$ cat src/rtl/lbirq_pkg.sv
package lbirq_pkg;

  // Register selected by an access
  typedef enum logic [1:0] {
    SEL_NONE = 2'd0,
    SEL_VEC  = 2'd1,
    SEL_MASK = 2'd2
  } lbirq_sel_e;

  localparam int DEC_W = 12;
  localparam logic [DEC_W-1:0] OFS_VEC  = 12'h000;
  localparam logic [DEC_W-1:0] OFS_MASK = 12'h002;

endpackage

$ cat src/rtl/lbirq_sync.sv
module lbirq_sync #(
  parameter int NUM_LINES = 16,
  parameter int STAGES    = 2
) (
  input  logic                 clk,
  input  logic                 rst,
  input  logic [NUM_LINES-1:0] lines_in,
  output logic [NUM_LINES-1:0] src_q
);

  logic [NUM_LINES-1:0] chain [STAGES];

  genvar s;
  generate
    for (s = 0; s < STAGES; s++) begin : g_stage
      if (s == 0) begin : g_first
        always_ff @(posedge clk) begin
          if (rst) chain[s] <= '0;
          else     chain[s] <= lines_in;
        end
      end else begin : g_rest
        always_ff @(posedge clk) begin
          if (rst) chain[s] <= '0;
          else     chain[s] <= chain[s-1];
        end
      end
    end
  endgenerate

  // Source register: follows the synchronised level
  always_ff @(posedge clk) begin
    if (rst) src_q <= '0;
    else     src_q <= chain[STAGES-1];
  end

endmodule

$ cat src/rtl/lbirq_prio_enc.sv
module lbirq_prio_enc #(
  parameter int NUM_LINES = 16,
  parameter int DATA_W    = 16
) (
  input  logic [NUM_LINES-1:0] pend,
  output logic [NUM_LINES-1:0] first_oh,
  output logic [DATA_W-1:0]    vec_code
);

  localparam int IDX_W = (NUM_LINES > 1) ? $clog2(NUM_LINES) : 1;

  logic [NUM_LINES:0] seen;
  logic [IDX_W-1:0]   idx;
  logic [DATA_W-1:0]  idx_ext;

  assign seen[0] = 1'b0;

  genvar i;
  generate
    for (i = 0; i < NUM_LINES; i++) begin : g_chain
      assign seen[i+1]   = seen[i] | pend[i];
      assign first_oh[i] = pend[i] & ~seen[i];
    end
  endgenerate

  always_comb begin
    idx = '0;
    for (int k = 0; k < NUM_LINES; k++) begin
      if (first_oh[k]) idx = idx | IDX_W'(k);
    end
  end

  assign idx_ext  = DATA_W'(idx);
  assign vec_code = seen[NUM_LINES] ? ((idx_ext + DATA_W'(1)) << 2) : '0;

endmodule

$ cat src/rtl/lbirq_regs.sv
module lbirq_regs
  import lbirq_pkg::*;
#(
  parameter int                NUM_LINES = 16,
  parameter int                DATA_W    = 16,
  parameter int                ADDR_W    = 16,
  parameter logic [DATA_W-1:0] MASK_RST  = 16'h0010
) (
  input  logic                 clk,
  input  logic                 rst,
  input  logic                 rd_en,
  input  logic                 wr_en,
  input  logic [ADDR_W-1:0]    bus_addr,
  input  logic [DATA_W-1:0]    wr_data,
  input  logic [DATA_W-1:0]    vec_code,
  output logic [NUM_LINES-1:0] mask_q,
  output logic [DATA_W-1:0]    rd_data
);

  logic [DEC_W-1:0] ofs;
  lbirq_sel_e       sel;

  assign ofs = bus_addr[DEC_W-1:0];

  always_comb begin
    if (ofs == OFS_VEC)       sel = SEL_VEC;
    else if (ofs == OFS_MASK) sel = SEL_MASK;
    else                      sel = SEL_NONE;
  end

  always_ff @(posedge clk) begin
    if (rst)                             mask_q <= MASK_RST[NUM_LINES-1:0];
    else if (wr_en && sel == SEL_MASK)   mask_q <= wr_data[NUM_LINES-1:0];
  end

  always_ff @(posedge clk) begin
    if (rst || !rd_en) begin
      rd_data <= '0;
    end else begin
      case (sel)
        SEL_VEC:  rd_data <= vec_code;
        SEL_MASK: rd_data <= DATA_W'(mask_q);
        default:  rd_data <= '0;
      endcase
    end
  end

  // a mask write lands one edge later
  a_r5_mask_written: assert property (@(posedge clk) disable iff (rst)
    (wr_en && sel == SEL_MASK) |=> (mask_q == $past(wr_data[NUM_LINES-1:0])));

  // unmapped write leaves mask alone
  a_r7_undef_write_ignored: assert property (@(posedge clk) disable iff (rst)
    (wr_en && sel == SEL_NONE) |=> $stable(mask_q));

  // unmapped read returns zero
  a_r7_undef_read_zero: assert property (@(posedge clk) disable iff (rst)
    (rd_en && sel == SEL_NONE) |=> (rd_data == '0));

  // vector codes are word aligned
  a_r3_vec_aligned: assert property (@(posedge clk) disable iff (rst)
    (rd_en && sel == SEL_VEC) |=> (rd_data[1:0] == 2'b00));

  // no read, no data
  a_r9_idle_zero: assert property (@(posedge clk) disable iff (rst)
    !rd_en |=> (rd_data == '0));

endmodule

$ cat src/rtl/lbirq_prio_ctrl.sv
module lbirq_prio_ctrl #(
  parameter int                NUM_LINES   = 16,
  parameter int                DATA_W      = 16,
  parameter int                ADDR_W      = 16,
  parameter int                SYNC_STAGES = 2,
  parameter logic [DATA_W-1:0] MASK_RST    = 16'h0010
) (
  input  logic                 clk,
  input  logic                 rst,
  input  logic [NUM_LINES-1:0] irq_lines,
  input  logic                 rd_en,
  input  logic                 wr_en,
  input  logic [ADDR_W-1:0]    bus_addr,
  input  logic [DATA_W-1:0]    wr_data,
  output logic [DATA_W-1:0]    rd_data,
  output logic                 irq_out
);

  localparam int LAT   = SYNC_STAGES + 1;
  localparam int CNT_W = $clog2(LAT + 1);

  logic [NUM_LINES-1:0] src_q;
  logic [NUM_LINES-1:0] mask_q;
  logic [NUM_LINES-1:0] pend;
  logic [NUM_LINES-1:0] first_oh;
  logic [DATA_W-1:0]    vec_code;

  lbirq_sync #(
    .NUM_LINES (NUM_LINES),
    .STAGES    (SYNC_STAGES)
  ) u_sync (
    .clk      (clk),
    .rst      (rst),
    .lines_in (irq_lines),
    .src_q    (src_q)
  );

  assign pend = src_q & mask_q;

  lbirq_prio_enc #(
    .NUM_LINES (NUM_LINES),
    .DATA_W    (DATA_W)
  ) u_enc (
    .pend     (pend),
    .first_oh (first_oh),
    .vec_code (vec_code)
  );

  lbirq_regs #(
    .NUM_LINES (NUM_LINES),
    .DATA_W    (DATA_W),
    .ADDR_W    (ADDR_W),
    .MASK_RST  (MASK_RST)
  ) u_regs (
    .clk      (clk),
    .rst      (rst),
    .rd_en    (rd_en),
    .wr_en    (wr_en),
    .bus_addr (bus_addr),
    .wr_data  (wr_data),
    .vec_code (vec_code),
    .mask_q   (mask_q),
    .rd_data  (rd_data)
  );

  always_ff @(posedge clk) begin
    if (rst) irq_out <= 1'b0;
    else     irq_out <= |pend;
  end

  // Cycles since reset, saturating, for the latency check
  logic [CNT_W-1:0] since_rst;
  always_ff @(posedge clk) begin
    if (rst)                     since_rst <= '0;
    else if (since_rst != LAT[CNT_W-1:0]) since_rst <= since_rst + 1'b1;
  end

  // source register equals the line levels LAT edges ago
  a_r1_src_latency: assert property (@(posedge clk) disable iff (rst)
    (since_rst == LAT[CNT_W-1:0]) |-> (src_q == $past(irq_lines, LAT)));

  // all lines masked off keeps the request low
  a_r2_masked_quiet: assert property (@(posedge clk) disable iff (rst)
    (mask_q == '0) |=> !irq_out);

  // any enabled pending line raises the request
  a_r2_pending_raises: assert property (@(posedge clk) disable iff (rst)
    (|(src_q & mask_q)) |=> irq_out);

  // at most one winner from the priority chain
  a_r3_single_winner: assert property (@(posedge clk) disable iff (rst)
    $onehot0(first_oh));

  // reset state
  a_r8_reset_state: assert property (@(posedge clk)
    rst |=> (!irq_out && mask_q == MASK_RST[NUM_LINES-1:0] && src_q == '0));

endmodule

$ cat config.mk
export PLATFORM = sky130hd
export DESIGN_NAME = lbirq_prio_ctrl
export DESIGN_NICKNAME = d
export VERILOG_FILES = /design/src/rtl/lbirq_pkg.sv /design/src/rtl/lbirq_sync.sv /design/src/rtl/lbirq_prio_enc.sv /design/src/rtl/lbirq_regs.sv /design/src/rtl/lbirq_prio_ctrl.sv
export SDC_FILE = /design/constraint.sdc
export NUM_CORES = 1
export LEC_CHECK = 0
export CAP_MARGIN = 25
export CORE_MARGIN = 5
export CORE_UTILIZATION = 40
export CTS_BUF_LIST = sky130_fd_sc_hd__clkbuf_8
export DETAILED_ROUTE_END_ITERATION = 10
export DONT_BUFFER_PORTS = 1
export GPL_TIMING_DRIVEN = 0
export PLACE_DENSITY = 0.57
export SLEW_MARGIN = 20
export SYNTH_ARGS = -nofsm -noshare
export SYNTH_HDL_FRONTEND = slang
export SYNTH_SLANG_ARGS = --single-unit
$ cat constraint.sdc
create_clock -name clk -period 2.2 [get_ports clk]
set_clock_uncertainty 0.15 [all_clocks]
set_input_delay 0.22 -clock clk [delete_from_list [all_inputs] [get_ports clk]]
set_output_delay 0.22 -clock clk [all_outputs]
set_load 0.02 [all_outputs]
==> flow_summary.json <==
{
  "outcome": "complete, no violations",
  "drv_cap": 0,
  "die_w_um": 93.7,
  "wire_per_inst_um": 12.7,
  "synth_edf_count": 0,
  "drc": 0,
  "use_met1": 0.142,
  "placement.cell_area_um2": 2920,
  "synth_ff_type": "dfxtp_1",
  "syn_inst": 271,
  "path_class": "register to register",
  "ys_ff_latch": 81,
  "ys_seq_area_frac": 0.579,
  "critPathCaptureType": "register",
  "cp-startpoint": "u_regs.mask_q[14]",
  "cts_tree": "yes",
  "die_height_um": 93.7,
  "cp_max_fo": 4,
  "grt_antenna_before_repair": 0,
  "hold_viol": 0,
  "post-route-util": 0.526,
  "dr.pass1.iters": 4,
  "yosys_warnings": 0,
  "synth_area_leaders": "dfxtp_1 58%, nor2b_1 11%, nand2_1 4.8%",
  "relSlewSlack": 0.557,
  "setup_viol": 0,
  "total_leakage_power_nw": 1.35,
  "grt.busiest_layer": "met2",
  "async_flop_share": 0,
  "cts_buffers": 9,
  "place_hpwl_um": 3800,
  "overflow": 0,
  "arrival_ns": 2.23,
  "min_period_ns": 2.15,
  "core_um2": 6790,
  "area_delta_synth_final_pct": 27.6,
  "fillCellCount": 636,
  "stdcell_area_um2": 3570,
  "yosys.area.top_type": "dfxtp_1",
  "use_met3": 0.0577,
  "worst_pin_slew_ns": 0.665,
  "required_ns": 2.29,
  "hold_path_startpoint": "rd_en",
  "syn-num-nets": 324,
  "io_pins": 69,
  "path_cells": "a222oi_1 -> buf_4 -> nand3_2 -> or3_4 -> o311ai_4 -> ha_4 -> xor2_1 -> a32o_1",
  "crit_path_max_incr_delay_ns": 0.36,
  "grt_max_degree": 16,
  "rr_startpoint": "u_regs.mask_q[14]",
  "grt_pass1_wl_um": 8220,
  "syn-mean-instance-area_um2": 10.3,
  "viasPerCell": 4.66,
  "drtAntennaViolNets": 0,
  "fin_nets": 374,
  "grt_pass1_vias": 1825,
  "synth_top_area_share": 0.579,
  "routed_wl_um": 5380,
  "ys_types": 46,
  "vias": 1967,
  "multi_input_area_um2": 1160,
  "finalCritPeriodShare": 0.975,
  "insertedDiodeCount": 0,
  "root_buffer": "clkbuf_8",
  "clock_path_buffers": 2,
  "grt_usage": 0.124,
  "routabilityCongestion": 0.737,
  "clk_pin_slew_ns": 0.09,
  "seqCellArea_um2": 1630,
  "drive_above_1_share": 0.193,
  "first_iter_violations": 106,
  "h-tree-depth": 3,
  "fp-row-count": 30,
  "max-vdd-ir-drop_mv": 0.556,
  "io_buffers": 0,
  "grt_use_met2": 0.200,
  "setup_tns_ns": 0,
  "fp.dieArea_um2": 8770,
  "insertion_delay_ns": 0.35,
  "cp.buffers_inverters": 1,
  "start_kind": "register",
  "cellPowerDensity_nw_per_um2": 752,
  "slew_violations": 0,
  "cp_top_family": "compound AO/OA/AOI/OAI gates",
  "fmax_ghz": 0.466,
  "critical-path-slowest-cell": "dfxtp_4",
  "cts_sinks": 81,
  "synth_area_um2": 2800,
  "worstHoldPathType": "primary input to register",
  "grt_setup_unrepaired": "yes",
  "initial_core_util": 0.412
}
area by class of cell:
cell class | instances | share of cell area
clock inverters | 7 | 0.0221
multi-input cells | 176 | 0.324
well taps | 96 | 0.0336
plain buffers | 13 | 0.0235
repair buffers | 39 | 0.104
flip-flops and latches | 81 | 0.457
clock buffers | 9 | 0.0347
inverters | 1 | 0.00105
power by group:
| group | total, mW | switching (mW) | leakage (nW) | internal [mW] |
|---|---|---|---|---|
| Clock | 1.07 | 0.532 | 0.104 | 0.537 |
| Sequential | 1.51 | 0.00987 | 0.663 | 1.50 |
| Combinational | 0.110 | 0.0441 | 0.583 | 0.0656 |
worst register-to-register path, stage by stage, from the launching register on:
cell and delay, ns:
dfxtp_4 0.36, a222oi_1 0.30, buf_4 0.19, nand3_2 0.07, or3_4 0.35, o311ai_4 0.10, ha_4 0.20, xor2_1 0.07
a32o_1 0.25
synthesized netlist by cell type, types with 2 or more instances:
cell type and number:
nand4_1 2, a22oi_1 6, nor2_1 5, a32o_1 4, nor3_1 2, a22o_1 3, nand2_1 36, a21oi_1 6
clkbuf_1 9, nand2_2 9, dfxtp_1 81, nor2b_1 48, and2_2 3, and3_2 2, nand3_1 3, a31oi_1 4
and3_1 11, a21oi_2 9
per-stage QoR:
stage	std cells	power (mW)	hold slack [ns]	setup slack, ns
4_1_cts	418	2.73	0.0191	0.00720
2_1_floorplan	271	1.59	0.194	0.122
5_1_grt	422	2.80	0.0408	-0.0544
3_3_place_gp	367	1.61	0.201	-0.114
3_5_place_dp	367	1.61	0.204	-0.146
6_report	422	2.69	0.0417	0.0548
logic make-up (layout without fill, tap and decap cells):
logic type | after synthesis | count (layout) | synth area share
AND/OR/NAND/NOR | 131 | 131 | 0.261
adder cells (fa/ha/maj) | 1 | 1 | 0.00447
flip-flops | 81 | 81 | 0.579
AO/OA/AOI/OAI | 43 | 43 | 0.121
buffers and inverters | 14 | 69 | 0.0313
XOR/XNOR | 1 | 1 | 0.00313
routing by layer:
metal,vias up,part of all wire,wire (um)
li1,1023,-,-
met1,872,0.45,2410
met2,64,0.48,2560
met3,8,0.063,337
met4,0,0.013,71
met5,-,0,0
final timing paths:
check / to / slack, ns / cells after the start
hold reg to reg: u_sync.chain[1][5] / 0.29 / 1
setup / recovery: u_regs.rd_data[4] / 0.05 / 8
hold / removal: u_regs.rd_data[6] / 0.04 / 2
setup reg to reg: u_regs.rd_data[4] / 0.05 / 8
flip-flops by register name (all words and copies together), names as in the netlist:
name / count
u_regs.mask_q: 16
u_regs.rd_data: 16
u_sync.src_q: 16
u_sync.chain: 32
irq_out: 1
placed cells by master (no fill, tap or decap), drive strengths merged, types with 2 or more instances in the layout:
cell type    count
a21oi           15
a22o             3
a22oi            7
a31oi            4
a32o             4
and2             4
and3            13
buf             11
clkbuf          18
dfxtp           81
dlygate4sd3     32
inv              5
nand2           45
nand3            3
nand4            2
nor2             6
nor2b           48
nor3             2
or4              2
repair_timing:
action                                 4_1_cts  5_1_grt
pin swaps                                    3        4
buffers inserted                             3        4
setup endpoints to repair                    3        3
hold buffers                                32        0
gates resized for setup                      7       10
endpoints found under the hold margin       32        0
Power figures use the tool's default switching activity.
